## src/rtl/mux_bus_pkg.sv

```systemverilog
package mux_bus_pkg;
  typedef enum logic [1:0] {
    PH_IDLE = 2'd0,
    PH_ADDR = 2'd1,
    PH_DATA = 2'd2
  } phase_e;
endpackage

```

## src/rtl/mux_bus_decode.sv

```systemverilog
module mux_bus_decode #(
  parameter int          AW           = 16,
  parameter logic [15:0] HI_PORT_ADDR = 16'h0104
) (
  input  logic [AW-1:0] addr_i,
  input  logic          int_hit_i,
  output logic          ext_o
);
  logic port_hit;
  // high-byte port register is remapped out in expanded mode
  assign port_hit = (addr_i == HI_PORT_ADDR[AW-1:0]);
  assign ext_o    = !int_hit_i || port_hit;
endmodule

```

## src/rtl/mux_bus_seq.sv

```systemverilog
module mux_bus_seq
  import mux_bus_pkg::*;
(
  input  logic   clk_i,
  input  logic   rst_ni,
  input  logic   req_i,
  input  logic   ext_i,
  output phase_e phase_o,
  output logic   accept_o,
  output logic   ack_o
);
  phase_e phase_q;
  logic   ack_q;

  assign accept_o = (phase_q == PH_IDLE) && req_i && ext_i && !ack_q;

  always_ff @(posedge clk_i or negedge rst_ni) begin
    if (!rst_ni) begin
      phase_q <= PH_IDLE;
      ack_q   <= 1'b0;
    end else begin
      ack_q <= (phase_q == PH_DATA);
      unique case (phase_q)
        PH_IDLE: if (accept_o) phase_q <= PH_ADDR;
        PH_ADDR: phase_q <= PH_DATA;
        default: phase_q <= PH_IDLE;
      endcase
    end
  end

  assign phase_o = phase_q;
  assign ack_o   = ack_q;
endmodule

```

## src/rtl/mux_bus_path.sv

```systemverilog
module mux_bus_path
  import mux_bus_pkg::*;
#(
  parameter int AW = 16,
  parameter int DW = 8
) (
  input  logic            clk_i,
  input  logic            rst_ni,
  input  logic            accept_i,
  input  phase_e          phase_i,
  input  logic [AW-1:0]   addr_i,
  input  logic            we_i,
  input  logic [DW-1:0]   wdata_i,
  input  logic [DW-1:0]   ad_i,
  output logic [AW-DW-1:0] hi_addr_o,
  output logic [DW-1:0]   ad_o,
  output logic            ad_oe_o,
  output logic            e_o,
  output logic            as_o,
  output logic            rw_o,
  output logic [DW-1:0]   rdata_o
);
  localparam int HW = AW - DW;

  logic [AW-1:0] addr_q;
  logic [DW-1:0] wdata_q;
  logic          we_q;
  logic [DW-1:0] rdata_q;
  logic          in_addr, in_data;

  always_ff @(posedge clk_i or negedge rst_ni) begin
    if (!rst_ni) begin
      addr_q  <= '0;
      wdata_q <= '0;
      we_q    <= 1'b0;
    end else if (accept_i) begin
      addr_q  <= addr_i;
      wdata_q <= wdata_i;
      we_q    <= we_i;
    end
  end

  // sample read data on the edge where E falls
  always_ff @(posedge clk_i or negedge rst_ni) begin
    if (!rst_ni)                           rdata_q <= '0;
    else if (phase_i == PH_DATA && !we_q)  rdata_q <= ad_i;
  end

  assign in_addr = (phase_i == PH_ADDR);
  assign in_data = (phase_i == PH_DATA);

  assign hi_addr_o = addr_q[AW-1 -: HW];
  assign ad_o      = in_data ? wdata_q : addr_q[DW-1:0];
  assign ad_oe_o   = in_addr || (in_data && we_q);
  assign e_o       = in_data;
  assign as_o      = in_addr;
  assign rw_o      = (in_addr || in_data) ? !we_q : 1'b1;
  assign rdata_o   = rdata_q;
endmodule

```

## src/rtl/mux_bus_unit.sv

```systemverilog
module mux_bus_unit
  import mux_bus_pkg::*;
#(
  parameter int          AW           = 16,
  parameter int          DW           = 8,
  parameter logic [15:0] HI_PORT_ADDR = 16'h0104
) (
  input  logic             clk_i,
  input  logic             rst_ni,
  input  logic             req_i,
  input  logic             we_i,
  input  logic [AW-1:0]    addr_i,
  input  logic [DW-1:0]    wdata_i,
  input  logic             int_hit_i,
  output logic [DW-1:0]    rdata_o,
  output logic             ack_o,
  output logic [AW-DW-1:0] hi_addr_o,
  output logic [DW-1:0]    ad_o,
  input  logic [DW-1:0]    ad_i,
  output logic             ad_oe_o,
  output logic             e_o,
  output logic             as_o,
  output logic             rw_o
);
  logic   ext;
  logic   accept;
  phase_e phase;

  mux_bus_decode #(.AW(AW), .HI_PORT_ADDR(HI_PORT_ADDR)) u_dec (
    .addr_i   (addr_i),
    .int_hit_i(int_hit_i),
    .ext_o    (ext)
  );

  mux_bus_seq u_seq (
    .clk_i   (clk_i),
    .rst_ni  (rst_ni),
    .req_i   (req_i),
    .ext_i   (ext),
    .phase_o (phase),
    .accept_o(accept),
    .ack_o   (ack_o)
  );

  mux_bus_path #(.AW(AW), .DW(DW)) u_path (
    .clk_i    (clk_i),
    .rst_ni   (rst_ni),
    .accept_i (accept),
    .phase_i  (phase),
    .addr_i   (addr_i),
    .we_i     (we_i),
    .wdata_i  (wdata_i),
    .ad_i     (ad_i),
    .hi_addr_o(hi_addr_o),
    .ad_o     (ad_o),
    .ad_oe_o  (ad_oe_o),
    .e_o      (e_o),
    .as_o     (as_o),
    .rw_o     (rw_o),
    .rdata_o  (rdata_o)
  );
endmodule

```

## config.mk

```make
export PLATFORM = sky130hd
export DESIGN_NAME = mux_bus_unit
export DESIGN_NICKNAME = d
export VERILOG_FILES = /design/src/rtl/mux_bus_pkg.sv /design/src/rtl/mux_bus_decode.sv /design/src/rtl/mux_bus_seq.sv /design/src/rtl/mux_bus_path.sv /design/src/rtl/mux_bus_unit.sv
export SDC_FILE = /design/constraint.sdc
export NUM_CORES = 1
export LEC_CHECK = 0
export ABC_AREA = 1
export ABC_CLOCK_PERIOD_IN_PS = 2900
export CORE_MARGIN = 5
export CORE_UTILIZATION = 32
export DETAILED_ROUTE_END_ITERATION = 10
export DONT_BUFFER_PORTS = 1
export MAX_ROUTING_LAYER = met4
export PLACE_DENSITY_LB_ADDON = 0.3
export SLEW_MARGIN = 20
export SYNTH_ARGS = -nofsm -noshare
export SYNTH_HDL_FRONTEND = slang
export SYNTH_HIERARCHICAL = 1
export SYNTH_SLANG_ARGS = --single-unit
```

## constraint.sdc

```tcl
create_clock -name clk_i -period 2.9 [get_ports clk_i]
set_input_delay 0.58 -clock clk_i [delete_from_list [all_inputs] [get_ports clk_i]]
set_output_delay 0.58 -clock clk_i [all_outputs]
set_load 0.03 [all_outputs]
```

Yosys cells after proc, flatten, opt, wreduce, memory -nomap -nowiden
Cells that the tools add are included.
{"block": "totals", "regBits": 36, "elab_cells": 26}
{"block": "classes", "n_eq_ne": 4, "muxes": 4, "n_reduce_logical": 12}
{"operator": "$eq A16 B9 Y1 const B", "count": 1}
{"operator": "$mux W8", "count": 1}
{"operator": "$logic_and A1 B1 Y1", "count": 5}
{"operator": "$pmux W2 S2", "count": 1}
{"operator": "$logic_not A1 Y1", "count": 3}
{"operator": "$logic_or A1 B1 Y1", "count": 3}
{"operator": "$eq A2 B1 Y1 const B", "count": 1}
{"operator": "$eq A2 B2 Y1 const B", "count": 1}
{"operator": "$logic_not A2 Y1", "count": 1}
{"operator": "$mux W2", "count": 1}
{"operator": "$ne A2 B2 Y1 const B", "count": 1}
{"operator": "$mux W1", "count": 1}

Longest topological paths before layout
{"block": "logic_depth", "depth_word": 6, "depth_mapped": 11, "depth_no_buf": 10}

Hierarchy
The synthesis kept the hierarchy.
{"mod": "mux_bus_path", "n_inst": 1, "cells_each": 172, "area_each_um2": 1480.2, "seq_area_each_um2": 825.8}
{"mod": "mux_bus_seq", "n_inst": 1, "cells_each": 12, "area_each_um2": 112.6, "seq_area_each_um2": 75.1}
{"mod": "mux_bus_decode", "n_inst": 1, "cells_each": 18, "area_each_um2": 67.6, "seq_area_each_um2": 0.0}

Worst setup path after synthesis
OpenSTA, ideal clock, no wires.
{"block": "synth_path", "kind": "reg-to-output", "startpoint": "register u_seq.phase_q[0] (netlist: u_seq/phase_o[0])", "endpoint": "output ad_o[2]", "arrival_ns": 1.723, "t_required_ns": 2.320, "setup_slack_ns": 0.597, "path_stages_with_launch": 5, "cell_sequence": "dfrtp_1 -> inv_1 -> ha_1 -> buf_4 -> o21ai_0"}
{"block": "synth_between", "elab_chain_len": 2}
{"element": "start: declaration", "line_no": "mux_bus_seq.sv:12", "text": "phase_e phase_q;"}
{"element": "start signal: assignment", "line_no": "mux_bus_seq.sv:19", "text": "phase_q <= PH_IDLE;"}
{"element": "start signal: assignment", "line_no": "mux_bus_seq.sv:24", "text": "PH_IDLE: if (accept_o) phase_q <= PH_ADDR;"}
{"element": "start signal: assignment", "line_no": "mux_bus_seq.sv:25", "text": "PH_ADDR: phase_q <= PH_DATA;"}
{"element": "$eq A2 B2 Y1", "line_no": "mux_bus_path.sv:50", "text": "assign in_data = (phase_i == PH_DATA);"}
{"element": "via e_o", "line_no": "mux_bus_unit.sv:21", "text": "output logic e_o,"}
{"element": "$mux W8", "line_no": "mux_bus_path.sv:53", "text": "assign ad_o = in_data ? wdata_q : addr_q[DW-1:0];"}
{"element": "end: declaration", "line_no": "mux_bus_unit.sv:18", "text": "output logic [DW-1:0] ad_o,"}
The timed path passes the listed nets, and every way through them passes these cells.

Final worst setup path
{"block": "layout_path", "startpoint": "register u_seq.phase_q[0] (netlist: u_seq/phase_o[0])", "endpoint": "output ad_o[1]"}
{"block": "layout_between", "elab_chain_len": 2}
{"element": "$eq A2 B2 Y1", "line_no": "mux_bus_path.sv:50"}
{"element": "$mux W8", "line_no": "mux_bus_path.sv:53"}
No other way between the ends.

==> impl_metrics.yaml <==
critical_path:
  cp_max_fo: 17
  cp-endpoint: "ad_o[1]"
  reg2reg_slack_ns: 1.19
  arrival_ns: 1.69
  crit_type: "flop to output pin"
  reg2reg_from: "u_seq/ack_o"
  rr_endpoint: "u_path/wdata_q[6]"
  start_kind: "flop"
  startpoint: "u_seq/phase_o[0]"
  cp-end-kind: "output pin"
  rr_worst_depth: 5
  crit_required_ns: 2.32
global_routing:
  grt_max_degree: 37
  grt_pass1_vias: 1142
  grt_pass1_wl_mm: 5.36
  track_usage_pct: 11.4
  grt_overflow_total: 0
  antenna_found_initial: 0
timing:
  timing.setup.tns_ns: 0
  rsz0062_at_grt: "no"
  relSlewSlack_pct: 66.7
  max_freq_mhz: 441
  drv_slew: 0
  setup_violations: 0
  fin_crit_sh_pct: 78.2
  fin_skew_ns: 0.00596
  finalHoldViolCount: 0
  worstMarginPinSlew_ns: 0.500
  fin_crit_ns: 2.27
power:
  p_sw_mw: 0.622
  p_seq_share_pct: 55.4
  p_clk_share_pct: 24.4
  swShare_pct: 39.5
  comb_power_share_pct: 20.2
  total_power_mw: 1.57
  ir_worst_vdd_mv: 0.288
  power_per_cell_area_nw_per_um2: 857
  leakagePower_nw: 0.895
  p_int_mw: 0.953
clock_network:
  post_cts_buffers: 0
  cts.path.max_buffers: 2
  clock_sink_count: 36
  clk-insertion-delay-late_ns: 0.29
  clk_pin_slew_ns: 0.07
  cts_buffers: 5
  post_cts_resized: 0
  cts_hold_buf: 1
  cts-root-buf: "clkbuf_8"
  cts_max_level: 2
  cts_tree: "done"
layout:
  layout-drive-gt1-share_pct: 10.8
  area_growth_pct: 10.7
  n_antenna_cell: 0
  fin_nets: 244
  postLayoutCoreUtil_pct: 36.2
  n_fill_cell: 558
  finalNonFillerCells: 274
placed_design:
  port_buffers: 0
  dp_hpwl_mm: 2.73
  routabilityCongestion: 0.716
  dp_cells: 266
die:
  std_cell_rows: 26
  io_pins: 66
  die_area_um2: 6730
  chipHeight_um: 82.0
  die_w_um: 82.0
  coreArea_um2: 5070
  start_util_pct: 32.7
logic_synthesis:
  syn_inst: 202
  synth_top_family_by_area: "simple AND/OR/NAND/NOR gates"
  synth_compound_area_share_pct: 10.4
  syn_nets: 242
  syn_area_um2: 1660
  synth-xor-area-share_pct: 0
  post_synth_num_cell_types: 15
  ys_ff_latch: 36
  yosys.area_share.adder_pct: 2.26
  ys_seq_area_share_pct: 54.3
  muxShareOfSynthArea_pct: 0
  avgSynthCellArea_um2: 8.22
  ys.warnings.count: 6
  yosys.area_share.simple_pct: 19.3
route:
  wire_per_inst_um: 13.6
  routed_wl_mm: 3.73
  dr.first_iter.drc_count: 48
  vias: 1188
  ant_nets: 0
  drc: 0
  drt_first_pass_iters: 6
  drt-vias-per-instance: 4.34
outcome:
  outcome: "completed"
hold_path:
  hp-class: "primary input to asynchronous set/reset pin"
job:
  drv_cap: 0
-- area by class of cell --
class / instances / area (um^2) / share of cell area [%]
clock buffers: 7 / 96.3 / 5.24
repair buffers: 11 / 95.1 / 5.17
flip-flops and latches: 36 / 901 / 49.0
well taps: 70 / 87.6 / 4.77
inverters: 32 / 120 / 6.54
multi-input cells: 118 / 538 / 29.3
-- metal layers --
metal  GRT usage, %  part of all wire (%)  vias to the layer above
met4           4.98                   1.5                        0
li1               -                     -                      608
met5              -                     0                        -
met1           13.7                    42                      522
met3           3.84                    11                        7
met2           17.3                    46                       51
-- kinds of logic after synthesis --
| logic type | Yosys count |
|---|---|
| and+or+nand+nor | 81 |
| buffers and inverters | 48 |
| DFF | 36 |
| AOI/OAI and AO/OA | 34 |
| adders and majority gates | 3 |
-- state kept, by name, indices dropped and copies added, names as in the netlist --
register and cells:
u_seq/phase_o 2, u_path/we_q 1, u_path/wdata_q 8, u_path/addr_q 16, u_seq/ack_o 1, u_path/rdata_o 8
-- cell usage after synthesis, drive strengths merged --
cell    instances  share of area (%)
dfrtp          36                 54
nor2           14                3.2
inv            32                7.2
buf            14                6.0
clkbuf          2               0.60
or2             1               0.38
nand3           9                2.7
nand2          57                 13
a21o            1               0.45
o21ai          33                9.9
ha              3                2.3
-- power by group through the flow --
stage / registers (mW) / clock network (mW) / logic (mW)
2_1_floorplan: 0.808 / 0 / 0.321
3_3_place_gp: 0.884 / 0 / 0.303
3_5_place_dp: 0.884 / 0 / 0.311
4_1_cts: 0.876 / 0.401 / 0.323
5_1_grt: 0.891 / 0.415 / 0.360
6_report: 0.873 / 0.385 / 0.317
-- metrics by stage --
stage / setup slack (ns) / hold slack (ns) / area (um^2)
after floorplan: 0.597 / 0.284 / 1660
after global placement: 0.777 / 0.285 / 1720
after detailed placement: 0.747 / 0.285 / 1720
after CTS: 0.592 / 0.122 / 1840
after global routing: 0.494 / 0.127 / 1840
final: 0.634 / 0.123 / 1840
-- critical path, cell delays in order, from the launching register on --
cell,delay [ns]
dfrtp_1,0.42
inv_1,0.09
ha_1,0.47
o21ai_0,0.21
buf_4,0.21
-- worst min path at each step --
stage          cells past startpoint                end  startpoint
3_5_place_dp                       0  u_path/rdata_o[2]      rst_ni
4_1_cts                            1   u_path/addr_q[7]      rst_ni
6_report                           1  u_path/rdata_o[7]      rst_ni
5_1_grt                            1        u_path/we_q      rst_ni
2_1_floorplan                      0   u_path/addr_q[0]      rst_ni
3_3_place_gp                       0  u_path/rdata_o[2]      rst_ni
-- cell usage in the layout, fill, tap and decap left out --
master    count
a21o_1        1
buf_12        1
buf_4        10
clkbuf_8      7
dfrtp_1      36
ha_1          3
inv_1        30
inv_2         2
nand2_1      56
nand2_2       1
nand3_1       9
nor2_1       13
nor2_4        1
o21ai_0      33
or2_1         1
Note: power is estimated with default switching activity, not from simulation.
